**src/rtl/bta_pkg.sv**
```systemverilog
package bta_pkg;
  typedef enum logic {DELIV_REG = 1'b0, DELIV_QUEUE = 1'b1} deliv_e;

  function automatic int seg_count(input int width, input int data_w);
    return width / data_w;
  endfunction
endpackage

```
**src/rtl/bta_decode.sv**
```systemverilog
module bta_decode #(
  parameter int ADDR_W  = 5,
  parameter int SEG_W   = 3,
  parameter int PORT_W  = 2,
  parameter int SPLIT_W = 2
) (
  input  logic [ADDR_W-1:0]  addr,
  input  logic [SPLIT_W-1:0] cfg_split,
  output logic [SEG_W-1:0]   seg,
  output logic [PORT_W-1:0]  port
);
  always_comb begin
    seg  = '0;
    port = '0;
    for (int i = 0; i < SEG_W; i++) begin
      if (i < int'(cfg_split)) seg[i] = addr[i];
    end
    for (int j = 0; j < PORT_W; j++) begin
      if (int'(cfg_split) + j < ADDR_W) port[j] = addr[int'(cfg_split) + j];
    end
  end
endmodule

```
**src/rtl/bta_lane.sv**
```systemverilog
module bta_lane
  import bta_pkg::*;
#(
  parameter int     WIDTH  = 64,
  parameter int     DATA_W = 8,
  parameter int     SEG_W  = 3,
  parameter deliv_e MODE   = DELIV_REG
) (
  input  logic              clk,
  input  logic              rst,
  input  logic              wr_en,
  input  logic [SEG_W-1:0]  seg,
  input  logic [DATA_W-1:0] wbyte,
  input  logic              take,
  output logic              seg_ok,
  output logic              busy,
  output logic [WIDTH-1:0]  data,
  output logic              flag
);
  localparam int SEGS = seg_count(WIDTH, DATA_W);
  localparam int LAST = SEGS - 1;

  logic [SEGS-1:0][DATA_W-1:0] asm_q;
  logic [SEGS-1:0][DATA_W-1:0] word;
  logic                        complete;

  assign seg_ok   = ({1'b0, seg} < (SEG_W+1)'(SEGS));
  assign complete = wr_en && (seg == SEG_W'(LAST));

  for (genvar k = 0; k < SEGS; k++) begin : g_byte
    assign word[k] = (wr_en && seg == SEG_W'(k)) ? wbyte : asm_q[k];
    always_ff @(posedge clk) begin
      if (rst) asm_q[k] <= '0;
      else if (wr_en && seg == SEG_W'(k)) asm_q[k] <= wbyte;
    end
  end

  always_ff @(posedge clk) begin
    if (rst) begin
      data <= '0;
      flag <= 1'b0;
    end else if (complete) begin
      data <= word;
      flag <= 1'b1;
    end else if (MODE == DELIV_REG || take) begin
      flag <= 1'b0;
    end
  end

  assert_out_stable_R4: assert property (@(posedge clk) disable iff (rst)
    !flag |-> $stable(data));

  if (MODE == DELIV_QUEUE) begin : g_queue
    assign busy = flag;

    assert_hold_until_take_R6: assert property (@(posedge clk) disable iff (rst)
      flag && !take |=> flag && $stable(data));

    assert_no_write_when_full_R7: assert property (@(posedge clk) disable iff (rst)
      flag |-> !wr_en);
  end else begin : g_reg
    assign busy = 1'b0;

    assert_pulse_after_load_R5: assert property (@(posedge clk) disable iff (rst)
      flag && !wr_en |=> !flag);
  end
endmodule

```
**src/rtl/bus_target_adapter.sv**
```systemverilog
module bus_target_adapter
  import bta_pkg::*;
#(
  parameter int     ADDR_W = 5,
  parameter int     DATA_W = 8,
  parameter int     W0     = 64,
  parameter int     W1     = 32,
  parameter deliv_e MODE0  = DELIV_REG,
  parameter deliv_e MODE1  = DELIV_QUEUE
) (
  input  logic              clk,
  input  logic              rst,
  input  logic [1:0]        cfg_split,
  input  logic              req,
  input  logic [ADDR_W-1:0] addr,
  input  logic [DATA_W-1:0] wdata,
  output logic              ack,
  output logic [W0-1:0]     w0_data,
  output logic              w0_upd,
  output logic [W1-1:0]     w1_data,
  output logic              w1_valid,
  input  logic              w1_take
);
  localparam int SEG_W  = $clog2(seg_count(W0, DATA_W));
  localparam int PORT_W = 2;

  logic [SEG_W-1:0]  seg;
  logic [PORT_W-1:0] port;
  logic              ok0, ok1, busy0, busy1;
  logic              sel0, sel1, stall, xfer;

  bta_decode #(.ADDR_W(ADDR_W), .SEG_W(SEG_W), .PORT_W(PORT_W), .SPLIT_W(2)) u_dec (
    .addr(addr), .cfg_split(cfg_split), .seg(seg), .port(port)
  );

  assign sel0  = (port == PORT_W'(0)) && ok0;
  assign sel1  = (port == PORT_W'(1)) && ok1;
  assign stall = (sel0 && busy0) || (sel1 && busy1);
  assign ack   = req && !stall;
  assign xfer  = req && ack;

  bta_lane #(.WIDTH(W0), .DATA_W(DATA_W), .SEG_W(SEG_W), .MODE(MODE0)) u_lane0 (
    .clk(clk), .rst(rst), .wr_en(xfer && sel0), .seg(seg), .wbyte(wdata),
    .take(1'b0), .seg_ok(ok0), .busy(busy0), .data(w0_data), .flag(w0_upd)
  );

  bta_lane #(.WIDTH(W1), .DATA_W(DATA_W), .SEG_W(SEG_W), .MODE(MODE1)) u_lane1 (
    .clk(clk), .rst(rst), .wr_en(xfer && sel1), .seg(seg), .wbyte(wdata),
    .take(w1_take), .seg_ok(ok1), .busy(busy1), .data(w1_data), .flag(w1_valid)
  );

  assert_ack_needs_req_R9: assert property (@(posedge clk) disable iff (rst)
    ack |-> req);

  assert_discard_acked_R8: assert property (@(posedge clk) disable iff (rst)
    req && (port >= PORT_W'(2)) |-> ack);

  assert_reg_port_never_stalls_R5: assert property (@(posedge clk) disable iff (rst)
    req && (port == PORT_W'(0)) |-> ack);
endmodule

```
**config.mk**
```make
export PLATFORM = sky130hd
export DESIGN_NAME = bus_target_adapter
export DESIGN_NICKNAME = d
export VERILOG_FILES = /design/src/rtl/bta_pkg.sv /design/src/rtl/bta_decode.sv /design/src/rtl/bta_lane.sv /design/src/rtl/bus_target_adapter.sv
export SDC_FILE = /design/constraint.sdc
export NUM_CORES = 1
export LEC_CHECK = 0
export BUFFER_PORTS_ARGS = -buffer_cell sky130_fd_sc_hd__buf_2
export CELL_PAD_IN_SITES_DETAIL_PLACEMENT = 2
export CELL_PAD_IN_SITES_GLOBAL_PLACEMENT = 2
export CORE_MARGIN = 1
export CORE_UTILIZATION = 40
export CTS_BUF_LIST = sky130_fd_sc_hd__clkbuf_2
export CTS_CLUSTER_DIAMETER = 80
export DETAILED_ROUTE_END_ITERATION = 6
export GPL_TIMING_DRIVEN = 1
export PLACE_DENSITY = 0.93
export SLEW_MARGIN = 20
export SYNTH_ARGS = -nofsm -noshare
export SYNTH_HDL_FRONTEND = slang
export SYNTH_HIERARCHICAL = 1
export SYNTH_SLANG_ARGS = --single-unit
```
**constraint.sdc**
```tcl
create_clock -name clk -period 4.4 [get_ports clk]
set_input_delay 0.66 -clock clk [delete_from_list [all_inputs] [get_ports clk]]
set_output_delay 0.66 -clock clk [all_outputs]
set_load 0.005 [all_outputs]
```
==> results of run 1 <==
==> worst min-delay path: stages <==
cell      delay (ns)
buf_2           0.07
nand2b_1        0.09
a21oi_1         0.06
==> metal layers <==
layer / wire, µm / part of all wire [%]
met1: 8080 / 42
met2: 10100 / 53
met3: 524 / 2.7
met4: 405 / 2.1
met5: 0 / 0
==> stage by stage <==
| stage | instance area (µm²) | setup WS [ns] | std cells | util, % |
|---|---|---|---|---|
| global route | 8080 | 1.18 | 974 | 46.1 |
| floorplan | 7280 | 1.36 | 644 | - |
| finish | 8080 | 1.32 | 974 | 46.1 |
| global placement | 7860 | 0.794 | 941 | 44.8 |
| CTS | 8070 | 1.31 | 973 | 46.0 |
| detailed placement | 7860 | 0.559 | 941 | 44.8 |
==> final cells by class <==
class / instances / area [µm²]
antenna: 1 / 2.50
clock buffer: 20 / 100
clock inverter: 12 / 110
fill: 1847 / 9460
inverter: 4 / 15.0
multi-input combinational: 408 / 3340
sequential: 178 / 3560
tap: 225 / 282
timing repair buffer: 126 / 668
==> power breakdown <==
group	internal [mW]	switching [mW]
clock network	0.214	0.582
registers	1.62	0.00253
logic	0.0581	0.0759
==> worst paths after layout <==
check / from / endpoint / cells after the start
max: cfg_split[0] / u_lane0/data[7]$_SDFFE_PP0P_ / 11
min: w1_take / u_lane1/busy$_SDFFE_PP0P_ / 3
min reg2reg: u_lane0/asm_q[17]$_SDFF_PP0_ / u_lane0/data[17]$_SDFFE_PP0P_ / 2
max reg2reg: u_lane1/busy$_SDFFE_PP0P_ / u_lane0/data[7]$_SDFFE_PP0P_ / 5
==> cell usage in the layout, fill, tap and decap left out, types with 2 or more instances in the layout <==
master and count:
clkbuf_2 20, and4b_1 3, nor2_1 2, buf_4 9
clkinv_4 3, nand4bb_1 2, clkinvlp_4 2, nor4b_2 2
nand2b_1 193, ha_1 3, clkinv_2 3, and4b_2 2
nand4b_1 2, dfxtp_1 178, mux2i_1 178, buf_2 116
and2_1 2, and4bb_2 4, inv_1 4, conb_1 2
==> state kept, by name, indices dropped and copies added (netlist names) <==
register       count
u_lane0/data      64
u_lane0/flag       1
u_lane1/busy       1
u_lane1/asm_q     24
u_lane1/data      32
u_lane0/asm_q     56
==> impl_results.md, run 1 <==
- Die area: approximately 19,000 µm²
- Slowest-stage cell, CP: or4b_1
- Synth Instances: between 600 and 700
- VDD IR max: about 0.00022 V
- Crit path max-delay family: simple AND/OR/NAND/NOR gates
- Smallest hold slack: between 0.1 and 0.15 ns
- Relative slew slack: roughly two fifths
- Htree depth: 4
- Initial DRC count: about 150
- Crit path top cell by count: mux2i_1
- RD Place Congestion: roughly 0.74
- Chip width: ~140 µm
- Core Rows: 48
- Synth Area per Inst: roughly 11 µm²
- GRT overflow: 0
- Final setup violating endpoints: 0
- Pwr Total: about 2.6 mW
- Grt peak-use layer: met2
- Vias in the first global route: around 5,400
- Fin nets: 757
- Syn_nets: ~670
- Critical path's largest stage delay: 0.54 ns
- Count of pins over their slew limit: 0
- Worst Path Arrival: 3.77 ns
- Core area: approximately 18,000 µm²
- Area grow syn2layout: 11.0%
- RSZ-0062 raised after global routing: false
- Flop2flop setup slack: between 2 and 2.5 ns
- Met2 Use GR: 38.9%
- DR WL/cell: between 15 and 20 µm
- Critical path cell sequence: buf_2 > inv_1 > ha_1 > mux2i_1 > o21ai_0 > a21o_2 > or4b_1 > nor3_2 > and4_4 > buf_12 > mux2i_1
- TritonCTS clock tree: built
- Post-CTS setup buffers: 0
- Worst Setup Start Kind: input port
- I/O pins: approximately 120
- Die Span Y: around 140 µm
- Via count: 4,884
- Root Buffer: clkbuf_2
- Starting Density: 41.5%
- Max Freq: approximately 320 MHz
- Clock Path Buffers: 2
- Drt first pass iters: 4
- Crit. End Element: flop
- DRT Wirelength: roughly 19,000 µm
- First-pass GRT wire length: around 30,000 µm
- Buf/Inv on CP: 3
- Crit share post-route: about 70%
- Pwr/cell area: 317 nW/µm²
- Status: finished, final reports clean
- Grt met1 use: approximately a quarter
- Initial antenna violation count: 1
- Number of nets with antenna violations after routing: 0
- CP max FO: 28
- Pin count of the biggest net entering global routing: approximately 130
- Total GRT Usage: 21.1%
- Final Critical Period: just over 3 ns
- Mapped Area: ~7300 µm²
- Clk pin slew, worst setup/hold paths: between 0.2 and 0.25 ns
- Hold/Removal Path Class: in2reg
- HPWL Detailed: approximately 13,000 µm
- Num Clock Sinks: around 180
- Clk_lat worst skew: 0.77 ns
- Layout cell share with drive strength beyond 1: a little under a quarter
- Cts hold-fix bufs: 0
- Total Neg Setup Slack: 0 ns
- Static Leak: roughly 3.3 nW
- Total CTS buffers: 17
- Clock Skews: around 0.037 ns
- Synth warn: 6
- DRC: 0
- Final Hold Violating Endpoints: 0
- IO Port Bufs: ~120
- Slew @ Worst Pin: 0.902 ns
- Data required time of the critical path: 5.09 ns
- Setup Crit Path Kind: in2reg
- Post-CTS Resized: 0
- Max_cap viols: 0
- GR Util met3: between 3 and 4%
- Drt via density: between 5 and 6
Power figures use the tool's default switching activity.
==> run 2: changes to the inputs <==
CORE_UTILIZATION = 34   (was 40)
PLACE_DENSITY = 0.85   (was 0.93)
clock period = 2.6 ns   (was 4.4 ns; I/O delays follow)
==> impl_results.md, run 2 (same netlist as run 1, synthesis figures left out) <==
- Total CTS buffers: 17
- Initial DRC count: around 180
- Slowest-stage cell, CP: and4b_2
- I/O pins: approximately 120
- Core Rows: between 50 and 60
- RSZ-0062 raised after global routing: false
- RD Place Congestion: 0.780
- HPWL Detailed: approximately 14,000 µm
- DRT Wirelength: approximately 20,000 µm
- Max_cap viols: 0
- Num Clock Sinks: approximately 180
- Relative slew slack: approximately 56%
- Clock Skews: about 0.038 ns
- Most common cell after layout, fill and taps aside: nand2b_1
- VDD IR max: roughly 0.00025 V
- Htree depth: 4
- Chip width: 148 µm
- First-pass GRT wire length: about 31,000 µm
- Root Buffer: clkbuf_2
- Final setup violating endpoints: 0
- Worst Path Arrival: approximately 2.1 ns
- Largest register FFs: 64
- Critical path's largest stage delay: between 0.2 and 0.3 ns
- CP max FO: 5
- Drt via density: about 4.7
- Static Leak: between 3 and 4 nW
- Die Span Y: roughly 150 µm
- Crit share post-route: approximately 94%
- Vias in the first global route: around 5,600
- Critical path cell sequence: buf_2 > buf_4 > ha_1 > buf_4 > o21ai_2 > a21o_2 > buf_4 > and4b_2 > a311oi_2 > buf_2
- # fillers: approximately 2,200
- Crit path top cell by count: buf_4
- Layout cell share with drive strength beyond 1: between 20% and 30%
- Area of the multi-input gates: 3370 µm²
- Clk pin slew, worst setup/hold paths: between 0.2 and 0.3 ns
- Total Neg Setup Slack: 0 ns
- Slew @ Worst Pin: 0.666 ns
- Core area: around 21,000 µm²
- DRC: 0
- Flop2flop setup slack: roughly 0.67 ns
- Setup Crit Path Kind: in2out
- Number of nets with antenna violations after routing: 0
- GRT overflow: 0
- Total GRT Usage: a little under a fifth
- Hold/Removal Path Class: in2reg
- IO Port Bufs: between 100 and 150
- Initial antenna violation count: 1
- Starting Density: approximately a third
- Pwr Total: 4.61 mW
- Post-CTS setup buffers: 0
- Register area: roughly 3600 µm²
- Die area: about 22,000 µm²
- Final Hold Violating Endpoints: 0
- Leading cell types in the layout, fill and taps excluded: nand2b_1 (193), mux2i_1 (178), dfxtp_1 (178)
- Clock Path Buffers: 2
- Final Critical Period: around 2.4 ns
- Pwr/cell area: 538 nW/µm²
- Clk_lat worst skew: about 0.75 ns
- TritonCTS clock tree: built
- Biggest regs: u_lane0/data: 64 flops, u_lane0/asm_q: 56 flops, u_lane1/data: 32 flops
- Data required time of the critical path: about 2.2 ns
- DR WL/cell: approximately 19 µm
- Fin nets: 784
- Count of pins over their slew limit: 0
- Pin count of the biggest net entering global routing: between 90 and 100
- Largest Register: u_lane0/data
- Via count: 4,957
- Worst Setup Start Kind: input port
- Status: finished, final reports clean
- Drt first pass iters: 4
- Crit. End Element: output pin
- Max Freq: 410 MHz
- Area grow syn2layout: 17.7%
[run 2: repair_timing]
action,CTS,global route
hold endpoints to repair,35,0
hold buffers,10,0
gates resized for setup,1,2
endpoints found under the setup margin,1,1
pin swaps,0,1
[run 2: per-layer routing]
| metal | vias up | track usage, % | part of all wire (%) |
|---|---|---|---|
| met5 | - | 0 | 0 |
| met1 | 2470 | 21.3 | 43 |
| met2 | 94 | 33.9 | 53 |
| met3 | 22 | 3.90 | 2.9 |
| met4 | 0 | 5.98 | 1.3 |
| li1 | 2371 | - | - |
[run 2: final timing paths]
check / from / end / cells past startpoint
max reg2reg: u_lane1/busy$_SDFFE_PP0P_ / u_lane0/asm_q[33]$_SDFF_PP0_ / 5
max: cfg_split[0] / ack / 10
min: req / u_lane0/flag$_SDFF_PP0_ / 6
min reg2reg: u_lane0/data[53]$_SDFFE_PP0P_ / u_lane0/data[53]$_SDFFE_PP0P_ / 2
[run 2: critical path: cells and delay by family]
kind	cells	cell delay [ns]
compound gates	3	0.47
fa+ha+maj	1	0.21
buf+inv	5	0.73
simple gates	1	0.25
[run 2: layout make-up]
type | count | share of cell area (%)
sequential | 178 | 41.6
timing repair buffer | 153 | 11.3
antenna | 2 | 0.0584
clock inverter | 15 | 2.29
clock buffer | 17 | 0.993
multi-input combinational | 408 | 39.4
inverter | 4 | 0.321
tap | 275 | 4.02
[run 2: stage by stage]
step           std cells  setup slack (ns)  hold slack (ns)  instance area [µm²]  util (%)
2_1_floorplan        644           -0.0154            0.458                 7310         -
3_3_place_gp        1008            -0.316            0.457                 8160      38.8
3_5_place_dp        1008            -0.560            0.462                 8160      38.8
4_1_cts             1050            0.0548            0.187                 8550      40.7
5_1_grt             1052            0.0347            0.223                 8570      40.7
6_report            1052             0.160            0.312                 8570      40.7
[run 2: power by group]
part	internal [mW]	total [mW]	switching (mW)
clock network	0.496	1.58	1.08
logic	0.126	0.271	0.146
registers	2.75	2.76	0.00422
